[src/rtl/evr_pkg.sv]
package evr_pkg;

    localparam int DATA_W         = 32;
    localparam int ADDR_W         = 6;
    localparam int IDX_MAX_W      = 5;
    localparam int HOSTS_PER_CORE = 8;

    localparam logic [ADDR_W-1:0] A_CTRL     = 6'd0;
    localparam logic [ADDR_W-1:0] A_SET      = 6'd1;
    localparam logic [ADDR_W-1:0] A_CLR      = 6'd2;
    localparam logic [ADDR_W-1:0] A_EVT_EN   = 6'd3;
    localparam logic [ADDR_W-1:0] A_HOST_EN  = 6'd4;
    localparam logic [ADDR_W-1:0] A_STATUS   = 6'd5;
    localparam logic [ADDR_W-1:0] A_PEND     = 6'd6;
    localparam logic [ADDR_W-1:0] A_MAP_BASE = 6'd32;

    typedef enum logic [2:0] {
        OP_NONE,
        OP_CTRL,
        OP_SET,
        OP_CLR,
        OP_EVT_EN,
        OP_HOST_EN,
        OP_STATUS,
        OP_PEND_OR_MAP
    } reg_op_e;

    // index strobe used for set-by-number and clear-by-number
    typedef struct packed {
        logic                 vld;
        logic [IDX_MAX_W-1:0] idx;
    } idx_strobe_t;

    function automatic reg_op_e decode_addr(input logic [ADDR_W-1:0] a);
        reg_op_e op;
        case (a)
            A_CTRL:    op = OP_CTRL;
            A_SET:     op = OP_SET;
            A_CLR:     op = OP_CLR;
            A_EVT_EN:  op = OP_EVT_EN;
            A_HOST_EN: op = OP_HOST_EN;
            A_STATUS:  op = OP_STATUS;
            default:   op = (a >= A_MAP_BASE || a == A_PEND) ? OP_PEND_OR_MAP : OP_NONE;
        endcase
        return op;
    endfunction

    function automatic int host_index(input int core, input int slot);
        return slot + HOSTS_PER_CORE * core;
    endfunction

endpackage

[src/rtl/evr_regs.sv]
module evr_regs
    import evr_pkg::*;
#(
    parameter int NUM_EVT = 12,
    parameter int NUM_CH  = 16,
    parameter int CH_W    = 4
) (
    input  logic                           clk,
    input  logic                           rst,
    input  logic                           wr_en,
    input  logic [ADDR_W-1:0]              addr,
    input  logic [DATA_W-1:0]              wdata,
    input  logic [NUM_EVT-1:0]             status,
    input  logic [NUM_CH-1:0]              pend,
    output logic [DATA_W-1:0]              rdata,
    output logic                           glob_en,
    output logic [NUM_EVT-1:0]             evt_en,
    output logic [NUM_CH-1:0]              host_en,
    output logic [NUM_EVT-1:0][CH_W-1:0]   map_q,
    output idx_strobe_t                    set_s,
    output idx_strobe_t                    clr_s
);

    reg_op_e           op;
    logic              idx_ok;
    logic [ADDR_W-1:0] moff;
    logic              map_win;

    assign op      = decode_addr(addr);
    assign idx_ok  = wdata < DATA_W'(NUM_EVT);
    assign moff    = addr - A_MAP_BASE;
    assign map_win = (addr >= A_MAP_BASE) && (moff < ADDR_W'(NUM_EVT));

    assign set_s.vld = wr_en && (op == OP_SET) && idx_ok;
    assign set_s.idx = wdata[IDX_MAX_W-1:0];
    assign clr_s.vld = wr_en && (op == OP_CLR) && idx_ok;
    assign clr_s.idx = wdata[IDX_MAX_W-1:0];

    always_ff @(posedge clk) begin
        if (rst) begin
            glob_en <= 1'b0;
            evt_en  <= '0;
            host_en <= '0;
        end else if (wr_en) begin
            case (op)
                OP_CTRL:    glob_en <= wdata[0];
                OP_EVT_EN:  evt_en  <= wdata[NUM_EVT-1:0];
                OP_HOST_EN: host_en <= wdata[NUM_CH-1:0];
                default:    ;
            endcase
        end
    end

    generate
        for (genvar e = 0; e < NUM_EVT; e++) begin : g_map
            always_ff @(posedge clk) begin
                if (rst)
                    map_q[e] <= '0;
                else if (wr_en && map_win && moff == ADDR_W'(e))
                    map_q[e] <= wdata[CH_W-1:0];
            end
        end
    endgenerate

    always_comb begin
        rdata = '0;
        case (op)
            OP_CTRL:    rdata[0]          = glob_en;
            OP_EVT_EN:  rdata[NUM_EVT-1:0] = evt_en;
            OP_HOST_EN: rdata[NUM_CH-1:0]  = host_en;
            OP_STATUS:  rdata[NUM_EVT-1:0] = status;
            OP_PEND_OR_MAP: begin
                if (addr == A_PEND)
                    rdata[NUM_CH-1:0] = pend;
                else if (map_win)
                    rdata[CH_W-1:0] = map_q[int'(moff)];
            end
            default:    rdata = '0;
        endcase
    end

endmodule

[src/rtl/evr_status.sv]
module evr_status
    import evr_pkg::*;
#(
    parameter int NUM_EVT = 12
) (
    input  logic               clk,
    input  logic               rst,
    input  logic [NUM_EVT-1:0] sys_evt,
    input  idx_strobe_t        set_s,
    input  idx_strobe_t        clr_s,
    output logic [NUM_EVT-1:0] status
);

    logic [NUM_EVT-1:0] evt_d;

    always_ff @(posedge clk) begin
        if (rst) evt_d <= '0;
        else     evt_d <= sys_evt;
    end

    generate
        for (genvar i = 0; i < NUM_EVT; i++) begin : g_bit
            logic hit_set;
            logic hit_clr;
            logic st_q;

            assign hit_set = (sys_evt[i] & ~evt_d[i]) |
                             (set_s.vld && set_s.idx == IDX_MAX_W'(i));
            assign hit_clr = clr_s.vld && clr_s.idx == IDX_MAX_W'(i);

            // clear outranks any set in the same cycle
            always_ff @(posedge clk) begin
                if (rst)          st_q <= 1'b0;
                else if (hit_clr) st_q <= 1'b0;
                else if (hit_set) st_q <= 1'b1;
            end

            assign status[i] = st_q;
        end
    endgenerate

endmodule

[src/rtl/evr_route.sv]
module evr_route #(
    parameter int NUM_EVT = 12,
    parameter int NUM_CH  = 16,
    parameter int CH_W    = 4
) (
    input  logic [NUM_EVT-1:0]           status,
    input  logic [NUM_EVT-1:0]           evt_en,
    input  logic [NUM_EVT-1:0][CH_W-1:0] map_q,
    output logic [NUM_CH-1:0]            pend
);

    generate
        for (genvar ch = 0; ch < NUM_CH; ch++) begin : g_ch
            logic acc;
            always_comb begin
                acc = 1'b0;
                for (int e = 0; e < NUM_EVT; e++) begin
                    if (map_q[e] == CH_W'(ch))
                        acc = acc | (status[e] & evt_en[e]);
                end
            end
            assign pend[ch] = acc;
        end
    endgenerate

endmodule

[src/rtl/evr_host_out.sv]
module evr_host_out #(
    parameter int NUM_CH = 16
) (
    input  logic              clk,
    input  logic              rst,
    input  logic [NUM_CH-1:0] pend,
    input  logic [NUM_CH-1:0] host_en,
    input  logic              glob_en,
    output logic [NUM_CH-1:0] host_irq
);

    always_ff @(posedge clk) begin
        if (rst) host_irq <= '0;
        else     host_irq <= pend & host_en & {NUM_CH{glob_en}};
    end

endmodule

[src/rtl/evr_router.sv]
module evr_router
    import evr_pkg::*;
#(
    parameter int NUM_EVT   = 12,
    parameter int NUM_CORES = 2,
    localparam int NUM_CH   = HOSTS_PER_CORE * NUM_CORES,
    localparam int CH_W     = $clog2(NUM_CH)
) (
    input  logic               clk,
    input  logic               rst,
    input  logic [NUM_EVT-1:0] sys_evt,
    input  logic               wr_en,
    input  logic [5:0]         addr,
    input  logic [31:0]        wdata,
    output logic [31:0]        rdata,
    output logic [NUM_CH-1:0]  host_irq
);

    logic [NUM_EVT-1:0]           status_w;
    logic [NUM_CH-1:0]            pend_w;
    logic                         glob_en_w;
    logic [NUM_EVT-1:0]           evt_en_w;
    logic [NUM_CH-1:0]            host_en_w;
    logic [NUM_EVT-1:0][CH_W-1:0] map_w;
    idx_strobe_t                  set_w;
    idx_strobe_t                  clr_w;

    evr_regs #(.NUM_EVT(NUM_EVT), .NUM_CH(NUM_CH), .CH_W(CH_W)) regs_i (
        .clk(clk), .rst(rst), .wr_en(wr_en), .addr(addr), .wdata(wdata),
        .status(status_w), .pend(pend_w), .rdata(rdata),
        .glob_en(glob_en_w), .evt_en(evt_en_w), .host_en(host_en_w),
        .map_q(map_w), .set_s(set_w), .clr_s(clr_w)
    );

    evr_status #(.NUM_EVT(NUM_EVT)) status_i (
        .clk(clk), .rst(rst), .sys_evt(sys_evt),
        .set_s(set_w), .clr_s(clr_w), .status(status_w)
    );

    evr_route #(.NUM_EVT(NUM_EVT), .NUM_CH(NUM_CH), .CH_W(CH_W)) route_i (
        .status(status_w), .evt_en(evt_en_w), .map_q(map_w), .pend(pend_w)
    );

    evr_host_out #(.NUM_CH(NUM_CH)) host_i (
        .clk(clk), .rst(rst), .pend(pend_w), .host_en(host_en_w),
        .glob_en(glob_en_w), .host_irq(host_irq)
    );

endmodule

[config.mk]
export PLATFORM = sky130hd
export DESIGN_NAME = evr_router
export DESIGN_NICKNAME = d
export VERILOG_FILES = /design/src/rtl/evr_pkg.sv /design/src/rtl/evr_regs.sv /design/src/rtl/evr_status.sv /design/src/rtl/evr_route.sv /design/src/rtl/evr_host_out.sv /design/src/rtl/evr_router.sv
export SDC_FILE = /design/constraint.sdc
export NUM_CORES = 1
export LEC_CHECK = 0
export BUFFER_PORTS_ARGS = -buffer_cell sky130_fd_sc_hd__buf_2
export CORE_MARGIN = 4
export CORE_UTILIZATION = 29
export DETAILED_ROUTE_END_ITERATION = 10
export PLACE_DENSITY_LB_ADDON = 0.15
export REMOVE_ABC_BUFFERS = 1
export SLEW_MARGIN = 40
export SYNTH_ARGS = -nofsm -noshare
export SYNTH_HDL_FRONTEND = slang
export SYNTH_SLANG_ARGS = --single-unit
[constraint.sdc]
create_clock -name clk -period 2.9 [get_ports clk]
set_input_delay 0.58 -clock clk [delete_from_list [all_inputs] [get_ports clk]]
set_output_delay 0.58 -clock clk [all_outputs]
set_load 0.02 [all_outputs]
## Word-level counts from Yosys, hierarchy flattened

Index checks and enable logic that the tools add are counted.

| operators by class | value |
|---|---|
| add/subtract/negate cells | 1 |
| $lt $le $gt $ge | 4 |
| equal/unequal tests | 215 |
| muxes and demuxes | 202 |
| bitwise logic cells | 226 |
| reduce and logical (&&, ||, !) cells | 73 |

Operators by type and width:

| kind | number |
|---|---|
| $eq 4x4->1 const B | 96 |
| $eq 4x3->1 const B | 48 |
| $mux 1 | 192 |
| $or 1x1->1 | 188 |
| $eq 4x2->1 const B | 24 |
| $eq 4x1->1 const B | 12 |
| $logic_not 4->1 | 12 |
| $pmux 11 s4 | 1 |
| $eq 6x3->1 const B | 7 |
| $logic_and 1x1->1 | 42 |
| $and 16x16->16 | 2 |
| $lt 32x4->1 const B | 1 |
| $and 1x1->1 | 24 |
| $eq 6x2->1 const B | 4 |
| $eq 6x4->1 const B | 4 |
| $reduce_or 2->1 | 12 |
| $eq 5x3->1 const B | 4 |
| $eq 5x4->1 const B | 4 |
| $pmux 3 s6 | 1 |
| $bmux 4 s4 | 1 |
| $eq 3x3->1 const B | 4 |
| $eq 6x1->1 const B | 2 |
| $logic_not 6->1 | 2 |
| $mux 12 | 1 |
| other kinds (16) | 33 |

| word-level totals | value |
|---|---|
| bits in registers | 117 |
| bits of input ports | 53 |
| output and inout port bits | 48 |
| word-level logic and storage cells | 750 |

## Longest topological paths before layout

| depth | value |
|---|---|
| word-level depth | 26 |
| mapped depth | 8 |
| gate-level depth less buffers | 5 |

## Cells and area by module

From an unflattened synthesis, not the netlist that was laid out.

| unflattened totals | value |
|---|---|
| cells, all modules | 813 |
| area total of the unflattened synthesis | 7299.5 µm² |

Modules (own cells, without submodules):

| module | instances | cells an instance | area an instance (µm²) | seq. area each (µm²) |
|---|---|---|---|---|
| evr_regs | 1 | 410 | 4025.1 | 1541.5 |
| evr_route | 1 | 269 | 1744.2 | 0.0 |
| evr_status | 1 | 100 | 1022.2 | 480.5 |
| evr_host_out | 1 | 34 | 508.0 | 320.3 |

## Least setup slack after synthesis

No wires, ideal clock.

| timing | value |
|---|---|
| path type | input port to output port |
| start | input port addr[3] |
| end | output port rdata[3] |
| arrival time | 2.155 ns |
| required time | 2.320 ns |
| setup slack | 0.165 ns |
| cell stages on the path | 6 |
| buffers on the path | 2 |
| path through | buf_2 nor4_1 and2_1 clkbuf_1 a222oi_1 o221ai_1 |

| between the ends | value |
|---|---|
| longest elaborated chain between the ends | 6 |
| elaborated cells between the ends (all ways) | 23 |

RTL lines:

| item | line | RTL |
|---|---|---|
| start, declared | evr_router.sv:13 | `input logic [5:0] addr,` |
| $sub 6x6->6 (tied with other cells) | evr_regs.sv:31 | `assign moff = addr - A_MAP_BASE;` |
| $lt 6x4->1 (tied with other cells) | evr_regs.sv:32 | `assign map_win = (addr >= A_MAP_BASE) && (moff < ADDR_W'(NUM_EVT));` |
| $logic_and 1x1->1 (tied with other cells) | evr_regs.sv:32 |  |
| $mux 4 / $pmux 3 s6 (equally long branches) | evr_regs.sv:75, evr_pkg.sv:36 |  |
| $mux 4 / $eq 3x3->1 (equally long branches) | evr_regs.sv:73, evr_regs.sv:67 |  |
| $pmux 11 s4 (*) | evr_regs.sv:67 | `case (op)` |
| end, declared | evr_router.sv:15 | `output logic [31:0] rdata,` |

Mark *: on every way between the ends. The rest lies on a longest branch, timed or not. The select of a mux whose other input is x is not followed.

## Final worst setup path

| timing | value |
|---|---|
| start | register regs_i.map_q[45] (netlist name) |
| end | output port rdata[13] |

| between the ends | value |
|---|---|
| longest elaborated chain between the ends | 4 |

RTL lines:

| item | line | RTL |
|---|---|---|
| start, declared | evr_regs.sv:19 | `output logic [NUM_EVT-1:0][CH_W-1:0] map_q,` |
| start signal, assigned by index | evr_regs.sv:60 | `map_q[e] <= wdata[CH_W-1:0];` |
| $eq 4x4->1 | evr_route.sv:18 | `if (map_q[e] == CH_W'(ch))` |
| $mux 1 | evr_route.sv:18 |  |
| $mux 12 | evr_regs.sv:73 | `if (addr == A_PEND)` |
| $pmux 4 s2 | evr_regs.sv:67 |  |

Every way passes these cells.

==> run summary <==
CP Max Fanout -> 6
vias post-DR -> 7,833
PortBufs -> 84
fin crit period -> 2.96 ns
RSZ-0062 raised after global routing -> yes
CP cell instances -> nand2b_1 > o22ai_1 > nor3_1 > nand2_1 > a22o_1 > buf_2
Tightest Pin Transition -> 0.739 ns
failing checks -> setup timing
Core ar. -> 23,700 um^2
final hold vios -> 0
DR pass1 iterations -> 5
largest net degree at the start of global routing -> 46
Max clock buf depth -> 2
post-synth top area share -> 33.3%
Post-Route WL -> 35,900 um
CTS tree -> built
PnR worst setup slack -> -0.0645 ns
r2r endpoint -> host_i.host_irq[13]
Worst path top cell family by delay -> simple AND/OR/NAND/NOR gates
Yosys reg bits -> 117
CP max-delay cell -> dfxtp_1
vias in the first global route -> 7,472
Top Ports -> 101
# fillers -> 2,477
DRC viols -> 0
R2R Setup Slk -> 1.01 ns
DP HPWL -> 28,700 um
CP arrival -> 2.38 ns
Syn Inst Count -> 855
drt wl/cell -> 26.7 um
Crit Path Class -> reg2out
Nets -> 1,065
clock sinks -> 117
max frequency -> 337 MHz
Final Core Density -> 39.7%
layout cell share with drive strength beyond 1 -> 33.5%
Via density -> 5.83
slew margin rel. -> 50.7%
CTS H-Tree Depth -> 4
post-route cell area -> 9410 um^2
grt total ovfl -> 0
initial antenna violation count -> 2
fin. max-slew vios -> 0
starting density of the core -> 29.7%
maxcap violations -> 0
Yosys top cell by area -> dfxtp_1
Clock Skews -> 0.0103 ns
PwrDens -> 472 nW/um^2
Synth Warn # -> 0
Syn Area/Cell -> 8.23 um^2
ant diodes -> 0
die height -> 164 um
final setup fails -> 1
clk_lat worst skew -> 0.43 ns
Clk pin slew, worst setup/hold paths -> 0.06 ns
largest cells by area after synthesis -> dfxtp_1, mux2i_1, nor2_1
crit end category -> output port
WHS Endpoint -> status_i.evt_d[7]
Main synth FF type -> dfxtp_1
initial drt markers -> 874
CP bufs+invs -> 1
slowest cell delay on critical path -> 0.43 ns
Cell Area, Synth -> 7040 um^2
die width -> 164 um
area delta synth->final -> 33.6%
Root Buffer -> clkbuf_16
Synth cell types -> 56
Post-synth EDFFs -> 0
die area -> 26,800 um^2
sequential fraction of the synthesis area -> 33.3%
reg2reg path depth -> 5
num rows -> 56
Leakage -> 3.67 nW
worst reg2reg startpoint -> regs_i.map_q[45]
Hold Crit Depth -> 2
Final GP Congestion -> 0.994
Hold Crit Start -> sys_evt[7]
Worst Hold Class -> in2reg
Area after DPL -> 8330 um^2
status -> finished, violations left
Overall Global Routing Usage -> 26.5%
number of buffers created by CTS -> 17
first-pass GRT wire length -> 51,700 um
Req. time, crit path -> 2.32 ns
fraction of registers with async set/reset -> 0%
Routed Antenna Nets -> 0
Setup crit start kind -> register
VDD IR-drop max -> 360 uV
fin crit share -> 102%
## cell type report
type                            count  area (um^2)  share of cell area [%]
Multi-Input combinational cell    666         4600                    48.9
Sequential cell                   117         2390                    25.4
Timing Repair Buffer              197         1300                    13.8
Clock buffer                       20          467                    4.96
Tap cell                          319          399                    4.24
Clock inverter                     12          200                    2.13
Inverter                           13         48.8                   0.519
## through the flow
| stage | instances | setup TNS [ns] | power [mW] | hold slack [ns] | setup WS, ns |
|---|---|---|---|---|---|
| after floorplan | 796 | 0 | 1.80 | 0.422 | 0.158 |
| after global placement | 1302 | 0 | 2.03 | 0.449 | 0.0455 |
| after detailed placement | 1302 | 0 | 2.03 | 0.443 | 0.0348 |
| after CTS | 1334 | -0.00650 | 4.47 | 0.363 | -0.00650 |
| after global routing | 1344 | -0.0512 | 4.55 | 0.378 | -0.0247 |
| final | 1344 | -0.0645 | 4.44 | 0.376 | -0.0645 |
## logic make-up (layout without fill, tap and decap cells)
family          Yosys count  after routing  synth area share (%)
compound gates          196            196                  18.6
flops                   117            117                  33.3
mux                      66             66                  11.2
buf+inv                  87            242                  6.03
other cells               1             16                0.0533
simple gates            388            388                  30.9
## worst max-delay path by stage
stage	from	end	slack [ns]	cells past startpoint
finish	regs_i.map_q[45]	rdata[13]	-0.06	6
global route	regs_i.map_q[19]	rdata[1]	-0.02	7
CTS	regs_i.map_q[17]	rdata[1]	-0.007	7
detailed placement	addr[1]	rdata[0]	0.03	6
global placement	addr[1]	rdata[0]	0.05	6
floorplan	addr[3]	rdata[3]	0.16	4
## timing repair
action / 4_1_cts / 5_1_grt
resized for setup: 46 / 50
endpoints found under the setup margin: 10 / 12
hold buffers: 0 / 0
endpoints found under the hold margin: 0 / 0
pin swaps: 2 / 21
setup buffers: 0 / 10
## power by group
part	internal, mW	switching [mW]	total, mW
Sequential	1.63	0.0333	1.67
Clock	1.59	0.841	2.43
Combinational	0.125	0.214	0.338
## placed cells by master, fill, tap and decap left out, types with 4 or more instances in the layout
cell / netlist / routed
buf_4: 19 / 115
nor2_1: 105 / 103
dfxtp_1: 117 / 80
buf_2: 9 / 79
nand2_1: 61 / 60
mux2i_1: 54 / 54
o22ai_1: 59 / 51
a21oi_1: 38 / 38
dfxtp_2: 0 / 35
o21ai_0: 32 / 30
nor3_1: 32 / 28
nand2b_1: 32 / 26
nor4_1: 28 / 24
nand4b_1: 24 / 24
nand4_1: 22 / 22
nor2b_1: 18 / 18
clkbuf_16: 0 / 17
conb_1: 1 / 16
inv_1: 13 / 13
a22o_1: 12 / 12
and3_1: 12 / 11
a221oi_1: 11 / 11
mux4_2: 10 / 10
o22ai_2: 0 / 8
or4bb_4: 0 / 7
nor3_2: 3 / 7
a211oi_1: 7 / 7
or2_2: 6 / 6
o32ai_1: 13 / 6
a221o_1: 6 / 6
and2_1: 6 / 5
o32ai_2: 0 / 5
nand3_1: 5 / 5
a222oi_1: 5 / 5
bufinv_16: 0 / 5
nand3b_1: 4 / 4
nand2b_2: 0 / 4
nor4_2: 0 / 4
o211ai_1: 4 / 4
## Yosys cell counts (all sizes together), types with 6 or more instances
| cell type | n |
|---|---|
| dfxtp | 117 |
| nor2 | 105 |
| nand2 | 62 |
| o22ai | 59 |
| mux2i | 54 |
| clkbuf | 41 |
| a21oi | 38 |
| nor3 | 36 |
| buf | 33 |
| nand2b | 32 |
| o21ai | 32 |
| nor4 | 28 |
| nand4b | 24 |
| nand4 | 22 |
| nor2b | 18 |
| inv | 13 |
| o32ai | 13 |
| a221oi | 12 |
| a22o | 12 |
| and3 | 12 |
| mux4 | 10 |
| a211oi | 7 |
| or4bb | 7 |
| a221o | 6 |
| and2 | 6 |
| or2 | 6 |
## registers in the layout, summed over array words and instances (netlist names)
signal / count
regs_i.host_en: 16
host_i.host_irq: 16
regs_i.glob_en: 1
status_i.evt_d: 12
regs_i.map_q: 48
regs_i.evt_en: 12
status_i.g_bit.st_q: 12
## metal layers
layer  track usage, %  part of all wire, %
met5                0                    0
met4             11.5                  4.4
met3             4.27                  6.7
met2             42.0                   45
met1             35.7                   44
(Power assumes the default switching activity.)
